[src/rtl/pwm_chan_pkg.sv]
package pwm_chan_pkg;
  typedef enum logic { ALIGN_LEFT = 1'b0, ALIGN_CENTER = 1'b1 } align_e;
  typedef enum logic { DIR_UP = 1'b0, DIR_DOWN = 1'b1 } dir_e;
endpackage

[src/rtl/pwm_clk_sel.sv]
module pwm_clk_sel #(
  parameter int NUM_DIV = 4,
  parameter int SEL_W   = 3
) (
  input  logic [SEL_W-1:0]   sel_i,
  input  logic [NUM_DIV-1:0] div_ticks_i,
  output logic               tick_o
);
  localparam int NSLOT = 1 << SEL_W;

  logic [NSLOT-1:0] slots;

  for (genvar g = 0; g < NSLOT; g++) begin : g_slot
    if (g == 0) begin : g_mck
      assign slots[g] = 1'b1;
    end else if (g <= NUM_DIV) begin : g_div
      assign slots[g] = div_ticks_i[g-1];
    end else begin : g_off
      assign slots[g] = 1'b0;
    end
  end

  assign tick_o = slots[sel_i];
endmodule

[src/rtl/pwm_counter.sv]
module pwm_counter
  import pwm_chan_pkg::*;
#(
  parameter int CNT_W = 16
) (
  input  logic             clk,
  input  logic             rst_n,
  input  logic             enable_i,
  input  logic             tick_i,
  input  logic             center_i,
  input  logic [CNT_W-1:0] period_i,
  input  logic [CNT_W-1:0] duty_i,
  output logic [CNT_W-1:0] cnt_d_o,
  output logic [CNT_W-1:0] duty_d_o,
  output logic             evt_o
);
  localparam logic [CNT_W-1:0] ONE  = {{(CNT_W-1){1'b0}}, 1'b1};
  localparam logic [CNT_W-1:0] ZERO = '0;

  logic [CNT_W-1:0] cnt_q, cnt_d, per_q, per_d, duty_q, duty_d;
  dir_e             dir_q, dir_d;
  align_e           mode_q, mode_d;
  logic             evt_q, bnd;

  always_comb begin
    cnt_d  = cnt_q;
    dir_d  = dir_q;
    per_d  = per_q;
    duty_d = duty_q;
    mode_d = mode_q;
    bnd    = 1'b0;
    if (!enable_i) begin
      cnt_d  = ZERO;
      dir_d  = DIR_UP;
      per_d  = period_i;
      duty_d = duty_i;
      mode_d = align_e'(center_i);
    end else if (tick_i) begin
      if (mode_q == ALIGN_LEFT) begin
        if (per_q <= ONE || cnt_q >= per_q - ONE) bnd = 1'b1;
        else cnt_d = cnt_q + ONE;
      end else if (dir_q == DIR_UP) begin
        if (cnt_q >= per_q) begin
          if (per_q <= ONE) begin
            bnd = 1'b1;
          end else begin
            cnt_d = per_q - ONE;
            dir_d = DIR_DOWN;
          end
        end else begin
          cnt_d = cnt_q + ONE;
        end
      end else begin
        if (cnt_q <= ONE) bnd = 1'b1;
        else cnt_d = cnt_q - ONE;
      end
      if (bnd) begin
        cnt_d  = ZERO;
        dir_d  = DIR_UP;
        per_d  = period_i;
        duty_d = duty_i;
        mode_d = align_e'(center_i);
      end
    end
  end

  always_ff @(posedge clk or negedge rst_n) begin
    if (!rst_n) begin
      cnt_q  <= ZERO;
      dir_q  <= DIR_UP;
      per_q  <= ZERO;
      duty_q <= ZERO;
      mode_q <= ALIGN_LEFT;
      evt_q  <= 1'b0;
    end else begin
      cnt_q  <= cnt_d;
      dir_q  <= dir_d;
      per_q  <= per_d;
      duty_q <= duty_d;
      mode_q <= mode_d;
      evt_q  <= bnd;
    end
  end

  assign cnt_d_o  = cnt_d;
  assign duty_d_o = duty_d;
  assign evt_o    = evt_q;

  p_disabled_zero_r8: assert property (@(posedge clk) disable iff (!rst_n)
    !enable_i |=> cnt_q == ZERO);
  p_hold_no_tick_r2: assert property (@(posedge clk) disable iff (!rst_n)
    (enable_i && !tick_i) |=> $stable(cnt_q));
  p_left_range_r3: assert property (@(posedge clk) disable iff (!rst_n)
    (mode_q == ALIGN_LEFT && per_q > ONE) |-> cnt_q < per_q);
  p_center_range_r5: assert property (@(posedge clk) disable iff (!rst_n)
    (mode_q == ALIGN_CENTER && per_q != ZERO) |-> cnt_q <= per_q);
  p_evt_at_zero_r9: assert property (@(posedge clk) disable iff (!rst_n)
    evt_q |-> cnt_q == ZERO);
endmodule

[src/rtl/pwm_compare.sv]
module pwm_compare #(
  parameter int CNT_W = 16
) (
  input  logic             clk,
  input  logic             rst_n,
  input  logic             enable_i,
  input  logic             pol_i,
  input  logic [CNT_W-1:0] cnt_i,
  input  logic [CNT_W-1:0] duty_i,
  output logic             pwm_o
);
  logic active, pwm_d, pwm_q;

  always_comb begin
    active = enable_i && (cnt_i < duty_i);
    pwm_d  = active ? pol_i : !pol_i;
  end

  always_ff @(posedge clk or negedge rst_n) begin
    if (!rst_n) pwm_q <= 1'b0;
    else        pwm_q <= pwm_d;
  end

  assign pwm_o = pwm_q;

  p_disabled_inactive_r8: assert property (@(posedge clk) disable iff (!rst_n)
    !enable_i |=> pwm_q == !$past(pol_i));
endmodule

[src/rtl/pwm_chan.sv]
module pwm_chan #(
  parameter int NUM_DIV = 4,
  parameter int CNT_W   = 16,
  parameter int SEL_W   = $clog2(NUM_DIV + 1)
) (
  input  logic               clk,
  input  logic               rst_n,
  input  logic               enable,
  input  logic [SEL_W-1:0]   clk_sel,
  input  logic [NUM_DIV-1:0] div_ticks,
  input  logic               align_center,
  input  logic               pol_high,
  input  logic [CNT_W-1:0]   period_in,
  input  logic [CNT_W-1:0]   duty_in,
  output logic               pwm_out,
  output logic               period_evt
);
  logic             tick;
  logic [CNT_W-1:0] cnt_d, duty_d;

  pwm_clk_sel #(.NUM_DIV(NUM_DIV), .SEL_W(SEL_W)) u_sel (
    .sel_i(clk_sel), .div_ticks_i(div_ticks), .tick_o(tick)
  );

  pwm_counter #(.CNT_W(CNT_W)) u_cnt (
    .clk(clk), .rst_n(rst_n), .enable_i(enable), .tick_i(tick),
    .center_i(align_center), .period_i(period_in), .duty_i(duty_in),
    .cnt_d_o(cnt_d), .duty_d_o(duty_d), .evt_o(period_evt)
  );

  pwm_compare #(.CNT_W(CNT_W)) u_cmp (
    .clk(clk), .rst_n(rst_n), .enable_i(enable), .pol_i(pol_high),
    .cnt_i(cnt_d), .duty_i(duty_d), .pwm_o(pwm_out)
  );

  p_evt_needs_enable_r8: assert property (@(posedge clk) disable iff (!rst_n)
    period_evt |-> $past(enable));
endmodule

[config.mk]
export PLATFORM = sky130hd
export DESIGN_NAME = pwm_chan
export DESIGN_NICKNAME = d
export VERILOG_FILES = /design/src/rtl/pwm_chan_pkg.sv /design/src/rtl/pwm_clk_sel.sv /design/src/rtl/pwm_counter.sv /design/src/rtl/pwm_compare.sv /design/src/rtl/pwm_chan.sv
export SDC_FILE = /design/constraint.sdc
export NUM_CORES = 1
export LEC_CHECK = 0
export BUFFER_PORTS_ARGS = -buffer_cell sky130_fd_sc_hd__buf_2
export CORE_MARGIN = 2
export CORE_UTILIZATION = 55
export DETAILED_ROUTE_END_ITERATION = 8
export GPL_TIMING_DRIVEN = 0
export HOLD_SLACK_MARGIN = 0.02
export MAX_ROUTING_LAYER = met4
export PLACE_DENSITY = 0.75
export SYNTH_ARGS = -nofsm -noshare
export SYNTH_HDL_FRONTEND = slang
export SYNTH_SLANG_ARGS = --single-unit
[constraint.sdc]
create_clock -name clk -period 6.4 [get_ports clk]
set_input_delay 0.32 -clock clk [delete_from_list [all_inputs] [get_ports clk]]
set_output_delay 0.32 -clock clk [all_outputs]
set_load 0.01 [all_outputs]
==> results.py <==
metrics = {
    "outcome": {
        "status": "complete, no violations",
    },
    "synthesis": {
        "yosysSeqAreaShare": 0.287,
        "synth_edf_count": 0,
        "ys_ff_latch": 52,
        "synth-main-ff-cell": "dfrtp_1",
        "netlist_instances": 542,
        "avgSynthCellArea_um2": 8.37,
        "synthArstFlopShare": 1.00,
        "yosys_warnings": 0,
        "ys_types": 61,
        "netlist_area_um2": 4540,
        "syn_nets": 638,
    },
    "job": {
        "maxCapViolCount": 0,
    },
    "pwr": {
        "p_sw_mw": 0.367,
        "leakagePower_nw": 2.39,
        "max-vdd-ir-drop_mv": 0.125,
        "p_sw_frac": 0.373,
        "p_seq_frac": 0.393,
        "p_int_mw": 0.616,
        "powerDensity_nw_per_um2": 196,
        "clockPowerShare": 0.252,
        "p_comb_frac": 0.355,
    },
    "worst_setup_path": {
        "end_kind": "register",
        "slowest_delay_ps": 590,
        "required_ps": 6650,
        "worst-setup-path-type": "reg2reg",
        "crit_chain": "or4_4 -> or4_4 -> nor3_2 -> xnor2_1 -> ha_1 -> a21o_1 -> a21o_1 -> a22o_1 -> a211o_1 -> nor2_4 -> o221ai_4 -> buf_6 -> mux2_2 -> inv_1 -> ha_1 -> a21o_1 -> a211oi_1 -> o21ai_0 -> o211ai_1 -> nand3_1 -> and3_1 -> a211o_1 -> nor3_1",
        "crit_top_cell": "a21o_1",
        "cp-start-kind": "register",
        "critical_path_arrival_ps": 6280,
        "cp_max_fo": 10,
        "cpMaxStageDelayCell": "or4_4",
    },
    "placed_design": {
        "place.gp.congestion": 0.998,
        "io_buffers": 45,
        "placed_cells": 692,
        "post_dp_cell_area_um2": 4890,
        "hpwl_um": 9730,
    },
    "routing": {
        "antenna_left": 0,
        "drt_iter0_drc": 378,
        "routed_wirelength_um": 12500,
        "drc": 0,
        "viasPerCell": 5.96,
        "vias": 4169,
        "firstDrtPassIters": 5,
        "wire_per_inst_um": 17.8,
    },
    "die": {
        "io_pins": 46,
        "start_util": 0.561,
        "die_y_um": 94.8,
        "fp-row-count": 33,
        "die_x_um": 94.8,
        "dieArea_um2": 8990,
        "core_area_um2": 8090,
    },
    "timing": {
        "rsz0062_at_grt": "false",
        "tightest_slew_ps": 1210,
        "setup_viol": 0,
        "hold_violations": 0,
        "skew_ps": 7.97,
        "slew_headroom": 0.193,
        "period_needed_ps": 6030,
        "slew_viol_final": 0,
        "setup_tns_ps": 0,
        "timing.fmax_mhz": 166,
        "fin_crit_sh": 0.942,
    },
    "cells_and_area": {
        "layout_common_cells": "53 x o21ai_0, 52 x ha_1, 52 x dfrtp_1",
        "area_growth_pct": 10.6,
        "nets": 690,
        "stdcell_area_um2": 5020,
        "final_common_cell": "o21ai_0",
        "final_cell_count_no_fill": 700,
        "fillCellCount": 732,
        "drive_gt1_frac": 0.139,
        "n_antenna_cell": 0,
    },
    "cts": {
        "tritoncts": "done",
        "cts_buffers": 5,
        "cts.path.max_buffers": 2,
        "clk_pin_slew_ps": 110,
        "htreeDepth": 2,
        "post_cts_buffers": 0,
        "ctsRootBufferMaster": "clkbuf_8",
        "cts_sinks": 52,
        "clk_latency_ps": 330,
    },
    "grt": {
        "grt_first_pass_wirelength_um": 20200,
        "gr-total-overflow": 0,
        "grt_max_degree": 53,
        "grt_pass1_vias": 3959,
        "antenna_found_initial": 0,
        "grt_usage": 0.299,
    },
    "worst_hold_path": {
        "hp-class": "in2reg",
    },
}
==> power groups by stage <==
stage          logic, mW  registers (mW)  clock network, mW
3_5_place_dp       0.344           0.392                  0
3_3_place_gp       0.338           0.390                  0
4_1_cts            0.346           0.385              0.250
2_1_floorplan      0.249           0.385                  0
5_1_grt            0.394           0.389              0.263
6_report           0.349           0.386              0.247
==> synth_stat cells (3+ instances only) <==
cell,number,area [µm²]
a211o_1,4,35.0
a211oi_1,5,37.5
a21o_1,9,67.6
a21oi_1,33,165
a31oi_1,4,25.0
and2_1,3,18.8
and3_1,9,56.3
buf_2,3,15.0
buf_4,3,22.5
clkbuf_1,16,60.1
dfrtp_1,52,1300
ha_1,52,651
inv_1,41,154
mux2_2,6,67.6
mux2i_1,12,120
nand2_1,43,161
nand2b_1,3,18.8
nand3_1,19,95.1
nand4_1,9,56.3
nor2_1,40,150
nor2b_1,7,43.8
nor3_1,12,60.1
nor4_1,9,56.3
o211ai_1,3,22.5
o21a_1,3,22.5
o21ai_0,54,270
o22ai_1,11,68.8
or4_4,3,33.8
xnor2_1,24,210
xor2_1,10,87.6
==> timing repair <==
action | 4_1_cts | 5_1_grt
endpoints found under the setup margin | 0 | 1
hold buffers | 0 | 0
gates resized for setup | 0 | 4
==> cell families (layout without fill, tap and decap cells) <==
group,Yosys count,count (layout),synth area share
AOI/OAI and AO/OA,149,149,0.208
xor gates and xnor gates,34,34,0.0656
adders and majority gates,52,52,0.143
buffers and inverters,66,119,0.0612
DFF,52,52,0.287
muxes,18,18,0.0414
and+or+nand+nor,171,171,0.193
==> routing by layer <==
| layer | part of all wire | vias up | wire [µm] | global-route usage |
|---|---|---|---|---|
| met2 | 0.47 | 129 | 5860 | 0.493 |
| met3 | 0.043 | 19 | 535 | 0.0351 |
| met4 | 0.018 | 0 | 219 | 0.0616 |
| met1 | 0.47 | 1957 | 5870 | 0.398 |
| li1 | - | 2064 | - | - |
| met5 | 0 | - | 0 | - |
==> layout make-up <==
class	instances	area [µm²]	area share
well taps	105	131	0.0262
multi-input cells	424	2970	0.591
inverters	41	154	0.0307
flip-flops and latches	52	1300	0.259
clock inverters	3	46.3	0.00922
clock buffers	5	68.8	0.0137
plain buffers	25	124	0.0247
repair buffers	45	225	0.0449
==> state kept, by name, summed over array words and instances (netlist names) <==
| register | flops |
|---|---|
| u_cmp.pwm_o | 1 |
| u_cnt.mode_q | 1 |
| u_cnt.dir_q | 1 |
| u_cnt.duty_q | 16 |
| u_cnt.per_q | 16 |
| u_cnt.cnt_q | 16 |
| u_cnt.evt_o | 1 |
==> worst paths after layout <==
path	startpoint	to	slack, ps	depth (start not counted)
worst max-delay path	u_cnt.per_q[2]	u_cmp.pwm_o	370	23
worst min-delay path	period_in[9]	u_cnt.per_q[9]	190	3
worst max register to register	u_cnt.per_q[2]	u_cmp.pwm_o	370	23
worst min register to register	u_cnt.duty_q[1]	u_cnt.duty_q[1]	500	2
max in group asynchronous	rst_n	u_cnt.cnt_q[11]	5420	1
min in group asynchronous	rst_n	u_cnt.per_q[15]	240	1
==> per-stage QoR <==
step | total power [mW] | hold slack, ps | utilization | setup WS [ps]
finish | 0.983 | 188 | 0.620 | 370
global route | 1.05 | 199 | 0.620 | 36.8
CTS | 0.981 | 189 | 0.619 | 28.6
detailed placement | 0.736 | 481 | 0.605 | 78.5
global placement | 0.728 | 470 | 0.605 | 150
floorplan | 0.634 | 24.4 | - | 998
==> critical path: cells and delay by family, from the launching register on <==
family / cells / cell delay (ps)
and+or+nand+nor: 7 / 2090
adders and majority gates: 2 / 550
DFF: 1 / 470
buffers and inverters: 2 / 290
muxes: 1 / 290
AOI/OAI and AO/OA: 10 / 2050
xor gates and xnor gates: 1 / 210
Note: power is estimated with default switching activity, not from simulation.
